[src/rtl/cmdreg_pkg.sv]
package cmdreg_pkg;
  parameter int unsigned CMD_W = 15;
  localparam int unsigned MSB  = CMD_W - 1;
  typedef logic [CMD_W-1:0] cmd_t;
endpackage

[src/rtl/cmdreg_shift.sv]
module cmdreg_shift
  import cmdreg_pkg::*;
(
  input  logic tck,
  input  logic trst_n,
  input  logic cap_en,
  input  logic shift_en,
  input  logic tdi,
  input  cmd_t par_i,
  output cmd_t sr_o
);
  cmd_t sr_q, sr_d;
  logic sr_en;

  assign sr_en = cap_en | shift_en;

  always_comb begin
    sr_d = sr_q;
    if (cap_en)        sr_d = par_i;
    else if (shift_en) sr_d = {tdi, sr_q[MSB:1]};
  end

  always_ff @(posedge tck or negedge trst_n) begin
    if (!trst_n)    sr_q <= '0;
    else if (sr_en) sr_q <= sr_d;
  end

  assign sr_o = sr_q;
endmodule

[src/rtl/cmdreg_hold.sv]
module cmdreg_hold
  import cmdreg_pkg::*;
(
  input  logic tck,
  input  logic trst_n,
  input  logic upd_en,
  input  cmd_t sr_i,
  output cmd_t cmd_o,
  output logic valid_o
);
  cmd_t cmd_q;
  logic vld_q, vld_d;

  assign vld_d = upd_en;

  always_ff @(posedge tck or negedge trst_n) begin
    if (!trst_n)     cmd_q <= '0;
    else if (upd_en) cmd_q <= sr_i;
  end

  always_ff @(posedge tck or negedge trst_n) begin
    if (!trst_n) vld_q <= 1'b0;
    else         vld_q <= vld_d;
  end

  assign cmd_o   = cmd_q;
  assign valid_o = vld_q;
endmodule

[src/rtl/cmdreg_strobe.sv]
module cmdreg_strobe (
  input  logic tck,
  input  logic trst_n,
  input  logic idle_en,
  output logic pulse_o
);
  logic seen_q, seen_d;
  logic pls_q, pls_d;

  always_comb begin
    seen_d = idle_en;
    pls_d  = idle_en & ~seen_q;
  end

  always_ff @(posedge tck or negedge trst_n) begin
    if (!trst_n) begin
      seen_q <= 1'b0;
      pls_q  <= 1'b0;
    end else begin
      seen_q <= seen_d;
      pls_q  <= pls_d;
    end
  end

  assign pulse_o = pls_q;
endmodule

[src/rtl/cmdreg_tdr.sv]
module cmdreg_tdr
  import cmdreg_pkg::*;
(
  input  logic             tck,
  input  logic             trst_n,
  input  logic             sel,
  input  logic             cap_st,
  input  logic             shift_st,
  input  logic             upd_st,
  input  logic             idle_st,
  input  logic             tdi,
  input  logic [CMD_W-1:0] result_i,
  output logic             tdo,
  output logic [CMD_W-1:0] cmd_o,
  output logic             cmd_valid_o,
  output logic             exec_o
);
  cmd_t sr;
  logic cap_en, shift_en, upd_en, idle_en;

  assign cap_en   = sel & cap_st;
  assign shift_en = sel & shift_st & ~cap_st;
  assign upd_en   = sel & upd_st;
  assign idle_en  = sel & idle_st;

  cmdreg_shift u_shift (
    .tck(tck), .trst_n(trst_n), .cap_en(cap_en), .shift_en(shift_en),
    .tdi(tdi), .par_i(result_i), .sr_o(sr)
  );

  cmdreg_hold u_hold (
    .tck(tck), .trst_n(trst_n), .upd_en(upd_en), .sr_i(sr),
    .cmd_o(cmd_o), .valid_o(cmd_valid_o)
  );

  cmdreg_strobe u_strobe (
    .tck(tck), .trst_n(trst_n), .idle_en(idle_en), .pulse_o(exec_o)
  );

  assign tdo = sr[0];
endmodule

[config.mk]
export PLATFORM = sky130hd
export DESIGN_NAME = cmdreg_tdr
export DESIGN_NICKNAME = d
export VERILOG_FILES = /design/src/rtl/cmdreg_pkg.sv /design/src/rtl/cmdreg_shift.sv /design/src/rtl/cmdreg_hold.sv /design/src/rtl/cmdreg_strobe.sv /design/src/rtl/cmdreg_tdr.sv
export SDC_FILE = /design/constraint.sdc
export NUM_CORES = 1
export LEC_CHECK = 0
export BUFFER_PORTS_ARGS = -buffer_cell sky130_fd_sc_hd__clkbuf_2
export CORE_MARGIN = 5
export CORE_UTILIZATION = 35
export CTS_CLUSTER_DIAMETER = 120
export DETAILED_ROUTE_END_ITERATION = 8
export PLACE_DENSITY = 0.66
export SLEW_MARGIN = 20
export SYNTH_ARGS = -nofsm -noshare
export SYNTH_HDL_FRONTEND = slang
export SYNTH_HIERARCHICAL = 1
export SYNTH_SLANG_ARGS = --single-unit
[constraint.sdc]
create_clock -name tck -period 1.3 [get_ports tck]
set_clock_uncertainty 0.15 [all_clocks]
set_input_delay 0.065 -clock tck [delete_from_list [all_inputs] [get_ports tck]]
set_output_delay 0.065 -clock tck [all_outputs]
set_load 0.005 [all_outputs]
==> impl_metrics.yaml <==
critical_path:
  crit_buf_inv: 1
  critPathKind: "reg -> out"
  crit_path_max_incr_delay_ps: 400
  cpMaxStageDelayCell: "sky130_fd_sc_hd__dfrtp_1"
  worstRegToRegCells: 2
  worst_setup_path_start_kind: "flop"
  arrival_ps: 800
  crit_path_max_fanout: 3
  cp_cell_sequence: "clkbuf_2"
  crit_cells: 1
  required_time_worst_endpoint_ps: 1090
  setup.worst_path.end_class: "output pin"
  crit_family: "flip-flops"
finish:
  layout.cell_area.non_filler_mm2: 0.00199
  fillerInstances: 364
  number_of_antenna_diodes: 0
  layout-drive-gt1-share: 0.411
  finalNetCount: 190
  area_delta_synth_final_pct: 38.8
global_route:
  grt_pass1_vias: 1097
  grt_antenna_before_repair: 0
  grt_max_degree: 31
  track_usage: 0.128
  globalRoute.totalOverflow: 0
  grt_pass1_wl_um: 5180
detailed_routing:
  avgRoutedWirePerCell_um: 14.1
  totalWireLength_um: 3070
  vias: 1005
  drt_iter0_markers: 96
  detail_route.drc_violations: 0
  drt-pass1-iter-count: 4
  routed_vias_inst: 4.61
  antenna_left: 0
floorplan:
  initial_util: 0.361
  dieWidth_um: 74.0
  total_die_area_mm2: 0.00547
  height_of_the_chip_um: 74.0
  fp.coreArea_mm2: 0.00397
  floorplan.rows: 23
  top_level_ports: 41
sta:
  max_slew.worst_pin.slew_ps: 478
  setup-tns-final_ps: 0
  max_freq_ghz: 0.989
  layout_worst_path_cycle_share: 0.778
  finalMaxSlewViolations: 0
  rsz0062_at_grt: "no"
  layout_min_cycle_time_ps: 1010
  post-route-worst-setup-slack_ps: 289
  setup-violations-final: 0
  slew_headroom: 0.681
  hold_viol: 0
status:
  status: "completed"
cts:
  insertion_delay_ps: 280
  tritoncts.num_buffers: 5
  cts.sink_count: 33
  post_cts_resized: 0
  path_clk_slew_ps: 60
  clockBufferDepth: 2
  cts_tree: "yes"
  cts_htree_levels: 2
  clk_root_buffer_cell: "sky130_fd_sc_hd__clkbuf_8"
  cts_setup_buffers: 0
  holdBufCountCts: 19
yosys:
  yosysSeqAreaShare: 0.576
  synth_warnings: 6
  postSynthAreaPerCell_um2: 13.6
  synth.lib_cells_used.distinct: 13
  mappedNetlistNets: 128
  netlist_instances: 105
  synthesis.area_mm2: 0.00143
  flip_flop_and_latch_count_after_synthesis: 33
placed_design:
  port_buffers: 40
  gpl.final_weighted_congestion: 0.770
  placed_cell_area_mm2: 0.00168
  place_ws_ps: 139
  place.detailed.hpwl_um: 2160
worst_hold_path:
  worst_hold_path_type: "in -> reg"
  worst_hold_path.num_cells: 3
job:
  timing.max_cap.violations: 0
power:
  power_density_mw_per_mm2: 1450
  p_leak_nw: 0.941
  vdd_ir_drop_max_v: 0.000794
  fin_total_pwr_w: 0.00289
==> synthesized netlist by cell type (all sizes together) <==
master,instances,area (um2)
clkbuf,3,11.3
nor2b,1,13.8
mux2,15,206
o21ai,15,75.1
dfrtp,33,826
mux2i,15,150
buf,4,62.6
nand2,15,56.3
and2,3,22.5
and3b,1,8.76
==> placed cells by master (no fill, tap or decap) <==
master                           n
sky130_fd_sc_hd__and2_2          3
sky130_fd_sc_hd__and3b_1         1
sky130_fd_sc_hd__nand2_1        15
sky130_fd_sc_hd__o21ai_0         5
sky130_fd_sc_hd__bufinv_16       1
sky130_fd_sc_hd__dfrtp_1        33
sky130_fd_sc_hd__mux2_2          5
sky130_fd_sc_hd__nor2b_4         1
sky130_fd_sc_hd__clkbuf_1        1
sky130_fd_sc_hd__mux2i_1        15
sky130_fd_sc_hd__mux2_4         10
sky130_fd_sc_hd__buf_12          3
sky130_fd_sc_hd__dlygate4sd3_1  19
sky130_fd_sc_hd__clkbuf_8        6
sky130_fd_sc_hd__o21ai_1        10
sky130_fd_sc_hd__clkbuf_2       40
==> final timing paths <==
kind	start	end	slack (ps)
worst max-delay path	u_shift/sr_o[0]	tdo	290
worst min-delay path	upd_st	u_hold/valid_o	80
worst max register to register	u_shift/sr_o[6]	u_shift/sr_o[5]	340
worst min register to register	u_strobe/seen_q	u_strobe/pulse_o	300
max in group asynchronous	trst_n	u_hold/cmd_o[0]	460
min in group asynchronous	trst_n	u_hold/cmd_o[10]	100
==> kinds of logic after synthesis <==
logic type | share of synthesized area
buf+inv | 0.0515
simple gates | 0.0707
mux | 0.249
compound gates | 0.0524
flops | 0.576
==> registers in the layout (all words and copies together) (netlist names) <==
name	count
u_strobe/seen_q	1
u_hold/cmd_o	15
u_strobe/pulse_o	1
u_shift/sr_o	15
u_hold/valid_o	1
==> stage by stage <==
step | instances | hold slack [ps] | util
CTS | 218 | 71.9 | 0.501
global placement | 191 | -141 | 0.423
global route | 218 | 75.9 | 0.501
floorplan | 105 | -381 | -
detailed placement | 191 | -132 | 0.423
finish | 218 | 79.8 | 0.501
==> final cells by class <==
type | instances | area [um2] | area share
Multi-Input combinational cell | 65 | 533 | 0.268
Clock buffer | 7 | 86.3 | 0.0434
Sequential cell | 33 | 826 | 0.415
Tap cell | 50 | 62.6 | 0.0315
Timing Repair Buffer | 62 | 450 | 0.227
Clock inverter | 1 | 30.0 | 0.0151
==> routing by layer <==
layer	track usage	share of wire
met1	0.159	0.43
met2	0.205	0.49
met3	0.0405	0.071
met4	0.0584	0.0088
met5	0	0
==> where the power goes <==
part	switching, W	total, W	internal [W]	leakage (nW)
Clock	0.000359	0.000984	0.000625	0.0585
Sequential	0.000126	0.00135	0.00122	0.410
Combinational	0.000212	0.000560	0.000348	0.472
==> worst register-to-register path: stages, from the launching register on <==
cell and delay, ps:
sky130_fd_sc_hd__dfrtp_1 410, sky130_fd_sc_hd__mux2i_1 190, sky130_fd_sc_hd__o21ai_1 90
Note: power is estimated with default switching activity, not from simulation.
